===== config.mk =====
export PLATFORM = sky130hd
export DESIGN_NAME = lbBackoffTop
export DESIGN_NICKNAME = d
export VERILOG_FILES = /design/src/rtl/lbBackoffPkg.sv /design/src/rtl/lbBackoffCtl.sv /design/src/rtl/lbBackoffDp.sv /design/src/rtl/lbBackoffTop.sv
export SDC_FILE = /design/constraint.sdc
export NUM_CORES = 1
export LEC_CHECK = 0
export BUFFER_PORTS_ARGS = -buffer_cell sky130_fd_sc_hd__buf_2
export CORE_ASPECT_RATIO = 1.2
export CORE_MARGIN = 3
export CORE_UTILIZATION = 40
export CTS_CLUSTER_DIAMETER = 200
export DETAILED_ROUTE_END_ITERATION = 10
export HOLD_SLACK_MARGIN = 0.05
export PLACE_DENSITY_LB_ADDON = 0.2
export REMOVE_ABC_BUFFERS = 1
export SYNTH_ARGS = -nofsm -noshare
export SYNTH_HDL_FRONTEND = slang
export SYNTH_SLANG_ARGS = --single-unit

===== constraint.sdc =====
create_clock -name clk -period 2 [get_ports clk]
set_clock_uncertainty 0.1 [all_clocks]
set_input_delay 0.3 -clock clk [delete_from_list [all_inputs] [get_ports clk]]
set_output_delay 0.3 -clock clk [all_outputs]
set_load 0.01 [all_outputs]

===== src/rtl/lbBackoffPkg.sv =====
package lbBackoffPkg;
  // strobes from control to datapath
  typedef struct packed {
    logic newCycle;
    logic beatAck;
  } lbStrb_t;
endpackage


===== src/rtl/lbBackoffCtl.sv =====
module lbBackoffCtl
  import lbBackoffPkg::*;
#(
  parameter int TW = 8
) (
  input  logic          clk,
  input  logic          rstN,
  input  logic [TW-1:0] cfgTimeout,
  input  logic          bridgeReq,
  input  logic          busGrant,
  input  logic          bridgeDone,
  input  logic          pciRdDone,
  input  logic          lmAds,
  input  logic          lmWrite,
  input  logic          lmBeat,
  input  logic          sinkOk,
  input  logic          cycMatch,
  output logic          backoffReq,
  output logic          bridgeGo,
  output logic          lmReady,
  output logic          resumeHit,
  output logic          rdFetch,
  output logic          rdReuse,
  output lbStrb_t       strb
);
  logic [TW-1:0] waitCnt;
  logic [TW-1:0] lastCnt;
  logic          timerOn;
  logic          expire;
  logic          adsLive;
  logic          resumePend;
  logic          rdHeld;

  assign lastCnt = cfgTimeout - {{(TW-1){1'b0}}, 1'b1};
  assign timerOn = (cfgTimeout != '0) && bridgeReq && !busGrant && !bridgeDone;
  assign expire  = timerOn && !backoffReq && (waitCnt == lastCnt);
  assign adsLive = lmAds && !backoffReq;

  assign bridgeGo  = bridgeReq && busGrant;
  assign lmReady   = lmBeat && sinkOk && !backoffReq;
  assign resumeHit = adsLive && resumePend && cycMatch;
  assign rdReuse   = resumeHit && !lmWrite && rdHeld;
  assign rdFetch   = adsLive && !lmWrite && !(resumeHit && rdHeld);

  assign strb.newCycle = adsLive && !resumeHit;
  assign strb.beatAck  = lmReady;

  always_ff @(posedge clk) begin
    if (!rstN) begin
      waitCnt    <= '0;
      backoffReq <= 1'b0;
      resumePend <= 1'b0;
      rdHeld     <= 1'b0;
    end else begin
      if (bridgeDone || !bridgeReq) backoffReq <= 1'b0;
      else if (expire)              backoffReq <= 1'b1;

      if (!timerOn || backoffReq || expire) waitCnt <= '0;
      else                                  waitCnt <= waitCnt + 1'b1;

      if (expire)       resumePend <= 1'b1;
      else if (adsLive) resumePend <= 1'b0;

      if (adsLive)                      rdHeld <= 1'b0;
      else if (pciRdDone && backoffReq) rdHeld <= 1'b1;
    end
  end
endmodule


===== src/rtl/lbBackoffDp.sv =====
module lbBackoffDp
  import lbBackoffPkg::*;
#(
  parameter int AW = 16,
  parameter int BW = 4
) (
  input  logic          clk,
  input  logic          rstN,
  input  lbStrb_t       strb,
  input  logic [AW-1:0] lmAddr,
  input  logic          lmWrite,
  output logic          cycMatch,
  output logic [BW-1:0] beatIdx
);
  logic [AW-1:0] savedAddr;
  logic          savedWr;

  assign cycMatch = (lmAddr == savedAddr) && (lmWrite == savedWr);

  always_ff @(posedge clk) begin
    if (!rstN) begin
      savedAddr <= '0;
      savedWr   <= 1'b0;
      beatIdx   <= '0;
    end else if (strb.newCycle) begin
      savedAddr <= lmAddr;
      savedWr   <= lmWrite;
      beatIdx   <= {{(BW-1){1'b0}}, strb.beatAck};
    end else if (strb.beatAck) begin
      beatIdx <= beatIdx + 1'b1;
    end
  end
endmodule


===== src/rtl/lbBackoffTop.sv =====
module lbBackoffTop
  import lbBackoffPkg::*;
#(
  parameter int TW = 8,
  parameter int AW = 16,
  parameter int BW = 4
) (
  input  logic          clk,
  input  logic          rstN,
  input  logic [TW-1:0] cfgTimeout,
  input  logic          bridgeReq,
  input  logic          busGrant,
  input  logic          bridgeDone,
  input  logic          pciRdDone,
  input  logic          lmAds,
  input  logic [AW-1:0] lmAddr,
  input  logic          lmWrite,
  input  logic          lmBeat,
  input  logic          sinkOk,
  output logic          backoffReq,
  output logic          bridgeGo,
  output logic          lmReady,
  output logic [BW-1:0] beatIdx,
  output logic          resumeHit,
  output logic          rdFetch,
  output logic          rdReuse
);
  lbStrb_t strb;
  logic    cycMatch;

  lbBackoffCtl #(.TW(TW)) u_ctl (
    .clk(clk), .rstN(rstN), .cfgTimeout(cfgTimeout),
    .bridgeReq(bridgeReq), .busGrant(busGrant), .bridgeDone(bridgeDone),
    .pciRdDone(pciRdDone), .lmAds(lmAds), .lmWrite(lmWrite),
    .lmBeat(lmBeat), .sinkOk(sinkOk), .cycMatch(cycMatch),
    .backoffReq(backoffReq), .bridgeGo(bridgeGo), .lmReady(lmReady),
    .resumeHit(resumeHit), .rdFetch(rdFetch), .rdReuse(rdReuse),
    .strb(strb)
  );

  lbBackoffDp #(.AW(AW), .BW(BW)) u_dp (
    .clk(clk), .rstN(rstN), .strb(strb), .lmAddr(lmAddr),
    .lmWrite(lmWrite), .cycMatch(cycMatch), .beatIdx(beatIdx)
  );
endmodule


==> results.md, run 1 <==
- Row cnt: 27
- Non-filler cells in the finished layout: between 300 and 400
- Final slew viol count: 0
- Initial core utilization: 41.9%
- Yosys warning count: 0
- Yosys reg bits: 32
- CP Cell Sequence: xor2_2 -> or2_1 -> nor4_4 -> nand3_1 -> nor3b_1 -> buf_2
- Slew headroom: approximately 65%
- CTS root buf: clkbuf_8
- Tmin final: approximately 2.1 ns
- Die area: around 0.0057 mm2
- Die W: between 60 and 70 um
- Fin crit share: 105%
- Drt pass-1 iters: 4
- Largest net degree at the start of global routing: 41
- Ant. Diodes: 0
- Max_cap viols: 0
- R2R Path Start: u_ctl.waitCnt[6]
- Routed WL: 3970 um
- GRT Total Usage: between 10 and 15%
- Maximum fanout along the worst path: 3
- Antenna Violating Nets Remaining: 0
- Vias: around 1600
- Max rail drop VDD: about 0.00036 V
- CTS clk-pin slew, worst paths: about 0.070 ns
- Failing checks: negative setup slack
- Gate Count Post-Synth: 215
- Final Wtd Congestion: 0.778
- Worst path slowest cell: dfxtp_2
- Crit Path Class: flop to output pin
- CTS Buf Count: 5
- Worst-Skew Late Latency: about 0.27 ns
- Pre-CTS WS: -0.0894 ns
- Crit. End Element: output pin
- HP Class: input port to flop
- CTS tree: yes
- Vias in the first global route: roughly 1500
- Post-CTS Hold Buffers: 0
- Fraction of layout cells with a size suffix above 1: around 34%
- Yosys top cell by area: dfxtp_1
- Final Core Density: a little over half
- CP delay by family, top: simple AND/OR/NAND/NOR gates
- H-tree levels: 2
- Initial DRC count: 30
- Critical Path Stages: 6
- GRT overflow: 0
- CTS max path bufs: 2
- Endpoints failing hold: 0
- R2R cell count: 6
- Number of flops mapped to enable cells by yosys: 0
- Peak Freq: between 400 and 500 MHz
- Post-layout nets: 315
- HPWL after DPL: between 3000 and 4000 um
- Clk sinks: 32
- Synth area leaders: dfxtp_1 33%, xnor2_1 9.9%, nand2_1 8.1%
- Post-Syn Area: between 0.0015 and 0.002 mm2
- Worst Setup EP: rdFetch
- Core area: between 0.004 and 0.005 mm2
- Die extent in y: ~80 um
- Critical path origin: u_dp.savedAddr[2]
- Sequential area share after synthesis: 33.0%
- Worst-margin pin slew: ~0.52 ns
- Syn Area/Cell: roughly 9.0 um2
- Commonest cells after routing, fill and taps aside: 43 x buf_2, 42 x nand2_1, 27 x dfxtp_1
- Avg Vias per Cell: between 4 and 5
- Placed insts: about 330
- Netlist cell types: 41
- Critical path data arrival time: 1.71 ns
- Drt wl/cell: roughly 12 um
- Fin Hold WS: around 0.19 ns
- DRC viols: 0
- R2R Path End: u_ctl.waitCnt[4]
- Area Growth Syn to Fin: 29.3%
- First-pass GRT wire length: between 6000 and 7000 um
- Required @ worst endpoint: 1.60 ns
- PD cells: around 580 mW/mm2
- RSZ-0062 raised after global routing: yes
- Buffers & Inverters on Critical Path: 1
- Async SR Flop Fraction: 0%
- Most common flop cell mapped by yosys: dfxtp_1
- Type of origin of the critical path: flop
- Worst setup margin: -0.108 ns
- Leakage power: 1.08 nW
- Top cell type's share of synthesized area: approximately 33%
- Finish-stage setup viols: 2
- Input/output buffers: 43
- Worst path max stage delay: between 0.3 and 0.4 ns
- Status: finished with violations
- R2R setup slack: between 0.15 and 0.2 ns
- Total Power: between 1 and 1.5 mW
- IO Pins: 44
- Most common cell after layout, fill and taps aside: buf_2
- Antenna violations before repair: 0
[layout make-up]
type / count / area, um2
Tap cell: 58 / 72.6
Fill cell: 436 / 2120
Clock buffer: 7 / 96.3
Multi-Input combinational cell: 173 / 1310
Timing Repair Buffer: 62 / 370
Inverter: 4 / 15.0
Sequential cell: 32 / 647
[metrics by stage]
stage | setup TNS (ns) | cell area (um2)
6_report | -0.156 | 2510
5_1_grt | -0.421 | 2510
4_1_cts | -0.208 | 2490
3_5_place_dp | -0.701 | 2350
3_3_place_gp | -0.322 | 2350
2_1_floorplan | 0 | 1910
[synth_stat cells, types with 3 or more instances]
library cell / count
nand2_1: 42
dfxtp_1: 32
xnor2_1: 22
mux2i_1: 15
xor2_1: 14
nor3_1: 10
nand4_1: 9
nor3b_1: 8
nand3_1: 6
nor2_1: 6
clkbuf_1: 5
a21boi_0: 4
inv_1: 4
nand2b_1: 4
a21oi_1: 3
ha_1: 3
[tightest hold or removal path, stage by stage]
cell and delay (ns):
buf_2 0.11, nand2b_1 0.07, a21oi_1 0.04
[power by group]
group / total, mW / switching [mW] / internal (mW)
combinational: 0.261 / 0.128 / 0.133
clock: 0.523 / 0.217 / 0.306
sequential: 0.682 / 0.0199 / 0.662
[flip-flops by register name, indices dropped and copies added, names as in the netlist]
signal and count:
u_dp.savedAddr 16, u_ctl.resumePend 1, u_ctl.waitCnt 8, u_ctl.rdHeld 1
u_dp.savedWr 1, u_dp.beatIdx 4, u_ctl.backoffReq 1
[per-layer routing]
| layer | share of wire, % | global-route usage [%] |
|---|---|---|
| met1 | 45 | 16.8 |
| met2 | 50 | 24.7 |
| met3 | 5.0 | 5.08 |
| met4 | 0.30 | 2.34 |
| met5 | 0 | 0 |
[worst min path at each step]
stage | slack (ns) | startpoint | end | cells after the start
after floorplan | 0.33 | bridgeReq | u_ctl.backoffReq | 2
after global placement | 0.34 | u_ctl.resumePend | u_ctl.resumePend | 2
after detailed placement | 0.35 | u_ctl.resumePend | u_ctl.resumePend | 2
after CTS | 0.18 | bridgeReq | u_ctl.backoffReq | 3
after global routing | 0.20 | lmAddr[6] | u_dp.savedAddr[6] | 3
final | 0.19 | bridgeReq | u_ctl.backoffReq | 3
[timing repair]
action,in CTS,in global routing
gates resized for setup,10,2
setup buffers,0,1
endpoints found under the hold margin,0,0
setup endpoints to repair,3,3
pin swaps,9,3
[cell families after synthesis]
logic type | Yosys count | synth area share [%]
and+or+nand+nor | 102 | 29.5
muxes | 16 | 8.32
DFF | 32 | 33.0
AOI/OAI and AO/OA | 15 | 7.80
adders and majority gates | 3 | 1.93
xor gates and xnor gates | 37 | 17.1
buffers and inverters | 10 | 2.32
Power figures use the tool's default switching activity.
==> run 2, diff against run 1 <==
--- a/config.mk
+++ b/config.mk
@@ -6,6 +6,8 @@
 export NUM_CORES = 1
 export LEC_CHECK = 0
 export BUFFER_PORTS_ARGS = -buffer_cell sky130_fd_sc_hd__buf_2
+export CELL_PAD_IN_SITES_DETAIL_PLACEMENT = 1
+export CELL_PAD_IN_SITES_GLOBAL_PLACEMENT = 1
 export CORE_ASPECT_RATIO = 1.2
 export CORE_MARGIN = 3
 export CORE_UTILIZATION = 40
@@ -14,6 +16,7 @@
 export HOLD_SLACK_MARGIN = 0.05
 export PLACE_DENSITY_LB_ADDON = 0.2
 export REMOVE_ABC_BUFFERS = 1
+export SKIP_LAST_GASP = 1
 export SYNTH_ARGS = -nofsm -noshare
 export SYNTH_HDL_FRONTEND = slang
 export SYNTH_SLANG_ARGS = --single-unit
==> run 2 against run 1 <==
  * The flow still finishes with violations (negative setup slack)
  * Clock power is 5.9% higher
  * Global-route usage rose by 5.9 points
  * Utilization increased by 2.8 points
  * Setup slack got worse by 0.12 ns
  * Critical endpoint unchanged
==> results.md, run 2 (synthesis results as in run 1) <==
- Initial DRC count: 40 (+33%)
- CP Cell Sequence: xor2_2 -> or2_1 -> nor4_4 -> nand3_1 -> nor3b_2 -> buf_2
- CTS clk-pin slew, worst paths: 0.07 ns (about the same)
- Worst path max stage delay: 0.34 ns (about the same)
- Max rail drop VDD: 0.000373 V (+2.8%)
- Critical path data arrival time: 1.83 ns (+0.12 ns)
- Hold path depth: 3 (unchanged)
- Final slew viol count: 0 (unchanged)
- Max reg flops: 16 (unchanged)
- Required @ worst endpoint: 1.60 ns (about the same)
- Ant. Diodes: 0 (unchanged)
- Post-layout nets: 325 (+3.2%)
- Row cnt: 27 (unchanged)
- Area Growth Syn to Fin: 35.8%
- Worst-Skew Late Latency: 0.28 ns (about the same)
- Drt pass-1 iters: 4 (unchanged)
- Input/output buffers: 43 (unchanged)
- Non-filler cells in the finished layout: 346 (+3.0%)
- GRT Total Usage: 20.0% (+5.9 points)
- Finish-stage setup viols: 4 (+2)
- Comb power frac: 20.4% (+2.6 points)
- Setup Total Neg Slack: -0.629 ns (-0.473 ns)
- Register share of total power: 44.0% (-2.5 points)
- Post-CTS Hold Buffers: 0 (unchanged)
- RSZ-0062 raised after global routing: yes
- Antenna Violating Nets Remaining: 0 (unchanged)
- Routed WL: 5470 um (+38%)
- Die extent in y: 82.3 um (unchanged)
- Worst-margin pin slew: 0.529 ns (+0.00612 ns)
- Filler cells: 556 (+28%)
- Leakage power: 1.15 nW (+6.6%)
- Core area: 0.00463 mm2 (unchanged)
- Final Core Density: 57.0% (+2.8 points)
- Final Wtd Congestion: 0.790 (+1.5%)
- Most flops, register: u_dp.savedAddr
- Maximum fanout along the worst path: 2 (-1)
- Max_cap viols: 0 (unchanged)
- GRT overflow: 0 (unchanged)
- IO Pins: 44 (unchanged)
- Die area: 0.00573 mm2 (unchanged)
- Internal: 1.13 mW (+2.7%)
- Endpoints failing hold: 0 (unchanged)
- Placed insts: 329 (+0.30%)
- Multi-input gate area: 0.00135 mm2 (+3.4%)
- Antenna violations before repair: 0 (unchanged)
- Worst setup margin: -0.229 ns (-0.121 ns)
- Crit Path Class: flop to output pin
- Crit. End Element: output pin
- Tmin final: 2.23 ns (+0.121 ns)
- Clk sinks: 32 (unchanged)
- FF/Latch Area: 648 um2 (+0.19%)
- CTS Buf Count: 5 (unchanged)
- Initial core utilization: 41.9% (unchanged)
- CTS tree: yes
- Commonest cells after routing, fill and taps aside: 42 x nand2_1, 42 x buf_2, 28 x buf_4
- Avg Vias per Cell: 5.20 (+6.8%)
- H-tree levels: 2 (unchanged)
- Worst path slowest cell: nor4_4
- Failing checks: negative setup slack
- Largest net degree at the start of global routing: 22 (-46%)
- Status: finished with violations
- First-pass GRT wire length: 8800 um (+34%)
- Fin crit share: 111% (+6.1 points)
- Switch share: 27.3% (+2.4 points)
- HP Class: input port to flop
- PD cells: 590 mW/mm2 (+0.94%)
- Fraction of layout cells with a size suffix above 1: 39.2% (+5.4 points)
- CTS max path bufs: 2 (unchanged)
- Type of origin of the critical path: flop
- Vias: 1800 (+10%)
- DRC viols: 0 (unchanged)
- P_sw: 0.425 mW (+16%)
- CTS root buf: clkbuf_8
- Vias in the first global route: 1881 (+24%)
- R2R cell count: 13 (+7)
- Pre-CTS WS: -0.137 ns (-0.0472 ns)
- Clock power share: 35.6% (about the same)
- Biggest regs: u_dp.savedAddr (16), u_ctl.waitCnt (8), u_dp.beatIdx (4)
- Die W: 69.6 um (unchanged)
- Drt wl/cell: 15.8 um (+34%)
- Peak Freq: 449 MHz (-5.4%)
- HPWL after DPL: 3780 um (+17%)
- Slew headroom: 64.6% (-0.41 points)
run 2: area by class of cell:
type / instances / share of cell area (%)
multi-input combinational: 173 / 51.3
inverter: 4 / 0.570
timing repair buffer: 72 / 17.1
tap: 58 / 2.75
sequential: 32 / 24.6
clock buffer: 7 / 3.65
run 2: final timing paths:
check,start,slack [ns],to
setup reg to reg,u_dp.savedAddr[3],-0.07,u_dp.beatIdx[0]
hold / removal,bridgeReq,0.17,u_ctl.backoffReq
setup / recovery,u_dp.savedAddr[9],-0.23,rdFetch
hold reg to reg,u_ctl.resumePend,0.37,u_ctl.resumePend
run 2: stage by stage:
| stage | hold slack (ns) | area (um2) | total power [mW] |
|---|---|---|---|
| after floorplan | 0.329 | 1910 | 0.830 |
| after global placement | 0.345 | 2350 | 0.948 |
| after detailed placement | 0.361 | 2350 | 0.956 |
| after CTS | 0.167 | 2600 | 1.55 |
| after global routing | 0.188 | 2640 | 1.62 |
| final | 0.173 | 2640 | 1.56 |
run 2: metal layers:
metal  share of wire, %  global-route usage (%)  vias to the layer above  routed length (um)
li1                   -                       -                      886                   -
met1                 39                    21.2                      860                2130
met2                 55                    38.0                       39                2980
met3                3.5                    3.51                       15                 190
met4                2.9                    10.5                        0                 159
met5                  0                       0                        -                   0
run 2: timing repair:
action,CTS,global route
endpoints found under the hold margin,0,0
endpoints found under the setup margin,3,21
buffers inserted,10,0
pin swaps,9,4
gates resized for setup,14,8
run 2: worst max-delay path: cells and delay by family (launching register included):
family	cells	cell delay, ns
AND/OR/NAND/NOR	4	0.92
flip-flops	1	0.33
XOR/XNOR	1	0.15
buffers and inverters	1	0.14
run 2: power groups by stage:
stage               combinational (mW)  sequential [mW]  clock [mW]
finish                           0.317            0.684       0.554
global placement                 0.256            0.691           0
floorplan                        0.140            0.690           0
global route                     0.348            0.687       0.588
CTS                              0.302            0.681       0.563
detailed placement               0.264            0.692           0
